<file path="config.mk">
export PLATFORM = sky130hd
export DESIGN_NAME = msgseq_top
export DESIGN_NICKNAME = d
export VERILOG_FILES = /design/src/rtl/msgseq_pkg.sv /design/src/rtl/msgseq_wrapram.sv /design/src/rtl/msgseq_ctrl.sv /design/src/rtl/msgseq_dpath.sv /design/src/rtl/msgseq_top.sv
export SDC_FILE = /design/constraint.sdc
export NUM_CORES = 1
export LEC_CHECK = 0
export ABC_AREA = 1
export BUFFER_PORTS_ARGS = -buffer_cell sky130_fd_sc_hd__buf_2
export CELL_PAD_IN_SITES_DETAIL_PLACEMENT = 0
export CELL_PAD_IN_SITES_GLOBAL_PLACEMENT = 1
export CORE_MARGIN = 2
export CORE_UTILIZATION = 56
export CTS_BUF_LIST = sky130_fd_sc_hd__clkbuf_2 sky130_fd_sc_hd__clkbuf_4 sky130_fd_sc_hd__clkbuf_8
export DETAILED_ROUTE_END_ITERATION = 10
export MAX_ROUTING_LAYER = met4
export PLACE_DENSITY_LB_ADDON = 0.1
export SETUP_SLACK_MARGIN = 0.2
export SLEW_MARGIN = 10
export SYNTH_ARGS = -nofsm -noshare
export SYNTH_HDL_FRONTEND = slang
export SYNTH_SLANG_ARGS = --single-unit
</file>
<file path="constraint.sdc">
create_clock -name clk -period 5.5 [get_ports clk]
set_input_delay 0.275 -clock clk [delete_from_list [all_inputs] [get_ports clk]]
set_output_delay 0.275 -clock clk [all_outputs]
set_load 0.02 [all_outputs]
</file>
<file path="src/rtl/msgseq_pkg.sv">
package msgseq_pkg;

  localparam int SA_W     = 5;
  localparam int IDX_W    = 5;
  localparam int ADDR_USED = 1 + SA_W + IDX_W;

  typedef enum logic [1:0] {
    MSG_IDLE   = 2'd0,
    MSG_ACTIVE = 2'd1,
    MSG_FAILED = 2'd2
  } msgState_t;

  typedef struct packed {
    logic                 extWrite;
    logic                 extRead;
    logic                 wrapWrite;
    logic                 wrapRead;
    logic [ADDR_USED-1:0] addr;
  } seqStrobe_t;

endpackage

</file>
<file path="src/rtl/msgseq_wrapram.sv">
module msgseq_wrapram #(
  parameter int DATA_W = 16,
  parameter int IDX_W  = 5
) (
  input  logic              clk,
  input  logic              wrEn,
  input  logic [IDX_W-1:0]  wrIdx,
  input  logic [DATA_W-1:0] wrData,
  input  logic [IDX_W-1:0]  rdIdx,
  output logic [DATA_W-1:0] rdData
);
  localparam int DEPTH = 2 ** IDX_W;

  logic [DATA_W-1:0] mem [DEPTH];

  always_ff @(posedge clk) begin
    if (wrEn) mem[wrIdx] <= wrData;
  end

  assign rdData = mem[rdIdx];

endmodule

</file>
<file path="src/rtl/msgseq_ctrl.sv">
module msgseq_ctrl
  import msgseq_pkg::*;
#(
  parameter int WRAP_SA = 30
) (
  input  logic             clk,
  input  logic             rstN,
  input  logic             cmdValid,
  input  logic             cmdTx,
  input  logic [SA_W-1:0]  cmdSubaddr,
  input  logic [IDX_W-1:0] cmdWordCount,
  input  logic             rxWordValid,
  input  logic             txWordReq,
  input  logic             msgError,
  input  logic             msgEnd,
  output seqStrobe_t       strobe
);
  localparam logic [IDX_W:0]  MAX_WORDS = (IDX_W+1)'(2 ** IDX_W);
  localparam logic [SA_W-1:0] WRAP_CODE = SA_W'(WRAP_SA);

  msgState_t        state;
  logic             curTx;
  logic [SA_W-1:0]  curSa;
  logic [IDX_W:0]   wordIdx;
  logic [IDX_W:0]   wordLimit;

  logic canAccess;
  logic isWrap;
  logic rxTake;
  logic txTake;

  always_comb begin
    canAccess = (state == MSG_ACTIVE) && (wordIdx < wordLimit) &&
                !msgError && !cmdValid;
    isWrap    = (curSa == WRAP_CODE);
    rxTake    = canAccess && rxWordValid && !curTx;
    txTake    = canAccess && txWordReq && curTx;

    strobe.extWrite  = rxTake && !isWrap;
    strobe.wrapWrite = rxTake && isWrap;
    strobe.extRead   = txTake && !isWrap;
    strobe.wrapRead  = txTake && isWrap;
    strobe.addr      = {curTx, curSa, wordIdx[IDX_W-1:0]};
  end

  always_ff @(posedge clk) begin
    if (!rstN) begin
      state     <= MSG_IDLE;
      curTx     <= 1'b0;
      curSa     <= '0;
      wordIdx   <= '0;
      wordLimit <= '0;
    end else if (cmdValid) begin
      state     <= MSG_ACTIVE;
      curTx     <= cmdTx;
      curSa     <= cmdSubaddr;
      wordIdx   <= '0;
      wordLimit <= (cmdWordCount == '0) ? MAX_WORDS : {1'b0, cmdWordCount};
    end else begin
      if (msgEnd)
        state <= MSG_IDLE;
      else if (msgError && state == MSG_ACTIVE)
        state <= MSG_FAILED;
      if (rxTake || txTake)
        wordIdx <= wordIdx + 1'b1;
    end
  end

  AST_IDX_LIMIT: assert property (@(posedge clk) disable iff (!rstN)
    wordIdx <= wordLimit) else $error("index beyond limit");

  AST_IDX_RESTART: assert property (@(posedge clk) disable iff (!rstN)
    cmdValid |=> (wordIdx == '0)) else $error("index not restarted");

  AST_FAIL_SILENT: assert property (@(posedge clk) disable iff (!rstN)
    (msgError && !cmdValid) |=> !(rxTake || txTake)) else $error("access after error");

  AST_EXCL_DIR: assert property (@(posedge clk) disable iff (!rstN)
    !(rxTake && txTake)) else $error("both directions taken");

endmodule

</file>
<file path="src/rtl/msgseq_dpath.sv">
module msgseq_dpath
  import msgseq_pkg::*;
#(
  parameter int ADDR_W = 16,
  parameter int DATA_W = 16
) (
  input  logic              clk,
  input  logic              rstN,
  input  seqStrobe_t        strobe,
  input  logic [DATA_W-1:0] rxWord,
  input  logic [DATA_W-1:0] busDataIn,
  output logic [ADDR_W-1:0] busAddr,
  output logic [DATA_W-1:0] busDataOut,
  output logic              busWrite,
  output logic              busRead,
  output logic [DATA_W-1:0] txWord,
  output logic              txWordValid
);
  localparam int PAD_W = ADDR_W - ADDR_USED;

  logic              wrapPend;
  logic [IDX_W-1:0]  wrapIdx;
  logic [DATA_W-1:0] wrapData;

  msgseq_wrapram #(.DATA_W(DATA_W), .IDX_W(IDX_W)) uRam (
    .clk    (clk),
    .wrEn   (strobe.wrapWrite),
    .wrIdx  (strobe.addr[IDX_W-1:0]),
    .wrData (rxWord),
    .rdIdx  (wrapIdx),
    .rdData (wrapData)
  );

  always_ff @(posedge clk) begin
    if (!rstN) begin
      busWrite    <= 1'b0;
      busRead     <= 1'b0;
      busAddr     <= '0;
      busDataOut  <= '0;
      wrapPend    <= 1'b0;
      wrapIdx     <= '0;
      txWord      <= '0;
      txWordValid <= 1'b0;
    end else begin
      busWrite <= strobe.extWrite;
      busRead  <= strobe.extRead;
      wrapPend <= strobe.wrapRead;
      if (strobe.extWrite || strobe.extRead)
        busAddr <= {{PAD_W{1'b0}}, strobe.addr};
      if (strobe.extWrite)
        busDataOut <= rxWord;
      if (strobe.wrapRead)
        wrapIdx <= strobe.addr[IDX_W-1:0];
      txWordValid <= busRead || wrapPend;
      if (busRead)
        txWord <= busDataIn;
      else if (wrapPend)
        txWord <= wrapData;
    end
  end

  AST_ONE_ACCESS: assert property (@(posedge clk) disable iff (!rstN)
    !(busWrite && busRead)) else $error("write and read together");

  AST_TX_AFTER_READ: assert property (@(posedge clk) disable iff (!rstN)
    busRead |=> txWordValid) else $error("read data not forwarded");

  AST_WRAP_NO_BUS: assert property (@(posedge clk) disable iff (!rstN)
    (strobe.wrapWrite || strobe.wrapRead) |=> !(busWrite || busRead)) else $error("wrap hit bus");

  AST_WRAP_TX: assert property (@(posedge clk) disable iff (!rstN)
    wrapPend |=> txWordValid) else $error("wrap data not forwarded");

endmodule

</file>
<file path="src/rtl/msgseq_top.sv">
module msgseq_top
  import msgseq_pkg::*;
#(
  parameter int ADDR_W  = 16,
  parameter int DATA_W  = 16,
  parameter int WRAP_SA = 30
) (
  input  logic              clk,
  input  logic              rstN,
  input  logic              cmdValid,
  input  logic              cmdTx,
  input  logic [4:0]        cmdSubaddr,
  input  logic [4:0]        cmdWordCount,
  input  logic              rxWordValid,
  input  logic [DATA_W-1:0] rxWord,
  input  logic              txWordReq,
  input  logic              msgError,
  input  logic              msgEnd,
  output logic [ADDR_W-1:0] busAddr,
  output logic [DATA_W-1:0] busDataOut,
  output logic              busWrite,
  output logic              busRead,
  input  logic [DATA_W-1:0] busDataIn,
  output logic [DATA_W-1:0] txWord,
  output logic              txWordValid
);
  seqStrobe_t strobe;

  msgseq_ctrl #(.WRAP_SA(WRAP_SA)) uCtrl (
    .clk          (clk),
    .rstN         (rstN),
    .cmdValid     (cmdValid),
    .cmdTx        (cmdTx),
    .cmdSubaddr   (cmdSubaddr),
    .cmdWordCount (cmdWordCount),
    .rxWordValid  (rxWordValid),
    .txWordReq    (txWordReq),
    .msgError     (msgError),
    .msgEnd       (msgEnd),
    .strobe       (strobe)
  );

  msgseq_dpath #(.ADDR_W(ADDR_W), .DATA_W(DATA_W)) uDpath (
    .clk         (clk),
    .rstN        (rstN),
    .strobe      (strobe),
    .rxWord      (rxWord),
    .busDataIn   (busDataIn),
    .busAddr     (busAddr),
    .busDataOut  (busDataOut),
    .busWrite    (busWrite),
    .busRead     (busRead),
    .txWord      (txWord),
    .txWordValid (txWordValid)
  );

endmodule

</file>
==> results.toml <==
[clocking]
cts_buffers = 93
clockRootBuffer = "clkbuf_8"
cts_setup_buffers = 0
cts.clk_slew.worst_paths_ns = 0.06
clkLatencyLatePin_ns = 0.67
cts_sinks = 589
cts_tree = "built"
htreeDepth = 3
cts_buffer_depth = 3

[sta]
timing.slew.headroom_pct = 15.1
setup_viol = 0
fin_tns_setup_ns = 0
timing.fmax_mhz = 293
worst_slew_pin_slew_ns = 1.27
rsz0062_at_grt = "no"
period_share_pct = 62.1
hold_viol = 0
holdWs_ns = 0.0594
final_max_slew_viol_count = 0
period_needed_ns = 3.42
skew_ns = 0.0244

[finish]
drive_gt1_share_pct = 13.6
fin_nets = 2278
syn_to_final_growth_pct = 12.8

[synth]
yosys-top-cells-count = "nand2_1 (562), edfxtp_1 (512), nand3_1 (226)"
ys_seq_area_share_pct = 71.1
yosysTopAreaCellShare_pct = 64.6
syn_area_sq_um = 23800
netlist_instances = 2088
yosysMostFrequentCell = "nand2_1"
avgSynthCellArea_sq_um = 11.4
ys_async_sr_fraction_pct = 0
synth_seq_cells = 589
synthFlopType = "edfxtp_1"
synth_edf_count = 512
yosys.area.top_type = "edfxtp_1"
synthTopCellsByArea = "edfxtp_1 (65%), nand2_1 (8.9%), dfxtp_1 (6.5%), nand3_1 (4.8%), nor2_1 (3.2%)"
yosysUniqueCellTypes = 32
ys_warn_count = 0

[global_route]
antenna_found_initial = 1
grt_pass1_wl_um = 99800
first_global_vias = 16100
grt_max_degree = 177
grt.overflow.total = 0
grt.total_usage_pct = 32.0

[detailed_routing]
vias = 16700
wl_um = 67800
viasPerCell = 5.88
dr.first_iter.drc_count = 2258
first_pass_iters = 6
wl_per_cell_um = 23.9
drc = 0
detail-route-antenna-nets = 0

[floorplan]
die_area_sq_um = 44100
io_pins = 101
initial_core_util_pct = 56.7
rows = 75
die_h_um = 210
die_x_um = 210
core-area_sq_um = 41900

[worst_setup_path]
critPathSlowestCell = "inv_8"
critPathBufInv = 2
worst_setup_path_end_kind = "flip-flop"
cp.required_ns = 6.08
path_class = "flip-flop to flip-flop"
cp_max_fo = 176
cpLargestDelayFamily = "buffers and inverters"
arrival_ns = 4.00
crit_chain = "inv_8 -> buf_4 -> nand2_1 -> nand3_1 -> nand2_1 -> a21oi_1 -> nand2_1 -> nand3_1 -> nand3_1 -> a21oi_1"
slowest_delay_ns = 0.68
startpoint_type = "flip-flop"

[pwr]
leakagePower_uw = 0.00971
peakVddDrop_mv = 0.248
cellPowerDensity_nw_per_um2 = 330
finalPower_uw = 8850

[placed_design]
place_hpwl_um = 38800
routabilityCongestion = 0.884
io_buffer_count = 95

[job]
drv_cap = 0

[outcome]
outcome = "finished clean"

[worst_hold_path]
hold_path_class = "input pin to flip-flop"
worst min-delay path, cell delays in order:
cell,delay [ns]
buf_2,0.20
nor2_1,0.09
o21ai_0,0.07
nor2_1,0.04
through the flow:
stage | cells | area, sq um | utilization [%] | setup WS [ns]
2_1_floorplan | 2092 | 23800 | - | 2.83
3_3_place_gp | 2628 | 24600 | 58.5 | 1.83
3_5_place_dp | 2628 | 24600 | 58.5 | 1.78
4_1_cts | 2834 | 26800 | 63.9 | 1.76
5_1_grt | 2835 | 26800 | 64.0 | 1.82
6_report | 2835 | 26800 | 64.0 | 2.08
cell type report:
type                       instances  area (sq um)
clock inverter                    30           201
clock buffer                     141          1700
fill                            3387         15100
timing repair buffer             168          1110
inverter                          38           151
multi-input combinational       1329          6070
tap                              539           674
antenna                            1          2.50
sequential                       589         16900
worst paths after layout:
kind                                         from  cells past startpoint  slack (ns)           endpoint
worst max-delay path                    flip-flop                     10        2.08  uDpath.txWord[14]
worst min-delay path                     cmdValid                      4        0.06   uCtrl.wordIdx[1]
worst max register to register          flip-flop                     10        2.08  uDpath.txWord[14]
worst min register to register  uDpath.wrapIdx[0]                      2        0.46          flip-flop
report_power, final:
part / internal (uW) / total, uW / switching (uW)
registers: 4860 / 4870 / 5.58
clock network: 2100 / 3790 / 1690
logic: 43.3 / 199 / 155
cell families (layout without fill, tap and decap cells):
family	count (synthesis)	after routing	share of synthesized area, %
AO/OA/AOI/OAI	284	284	6.93
AND/OR/NAND/NOR	1027	1027	17.8
flip-flops	589	589	71.1
other	1	6	0.0158
adder cells (fa/ha/maj)	9	9	0.473
buffers and inverters	174	377	3.53
XOR/XNOR	4	4	0.147
state kept, by name, indices dropped and copies added (netlist names), named ones only:
register and flops:
uCtrl.state 2, uDpath.busRead 1, uDpath.uRam.mem 512, uDpath.txWord 16, uDpath.busWrite 1, uCtrl.curTx 1
uDpath.wrapPend 1, uDpath.busAddr 11, uDpath.wrapIdx 5, uCtrl.wordIdx 6, uDpath.busDataOut 16, uDpath.txWordValid 1
uCtrl.wordLimit 6, uCtrl.curSa 5
placed cells by master (no fill, tap or decap), types with 2 or more instances in the layout:
| cell | n |
|---|---|
| clkinv_2 | 9 |
| buf_4 | 38 |
| o2111ai_1 | 2 |
| clkinv_1 | 21 |
| xor2_1 | 4 |
| dfxtp_4 | 2 |
| o211ai_1 | 69 |
| o21ai_0 | 92 |
| bufinv_16 | 3 |
| inv_1 | 31 |
| dlygate4sd3_1 | 35 |
| a21oi_1 | 83 |
| nand4_1 | 24 |
| nand2_2 | 4 |
| nand3_1 | 226 |
| dfxtp_1 | 74 |
| a22oi_1 | 16 |
| nor2_1 | 193 |
| edfxtp_1 | 512 |
| nor3_1 | 3 |
| nor2_2 | 13 |
| nand2_1 | 562 |
| inv_2 | 3 |
| buf_2 | 95 |
| clkbuf_4 | 39 |
| clkbuf_8 | 102 |
| conb_1 | 5 |
| o21ai_1 | 19 |
| ha_1 | 9 |
metal layers:
metal	up-vias	routed length (um)	GRT usage, %
met2	850	31600	48.1
li1	7619	-	-
met5	-	0	-
met3	144	6350	6.30
met1	8061	27400	43.4
met4	0	2400	12.8
what timing repair did:
action	in CTS	in global routing
hold endpoints to repair	37	0
gates resized for setup	0	0
hold buffers	35	0
Note: power is estimated with default switching activity, not from simulation.
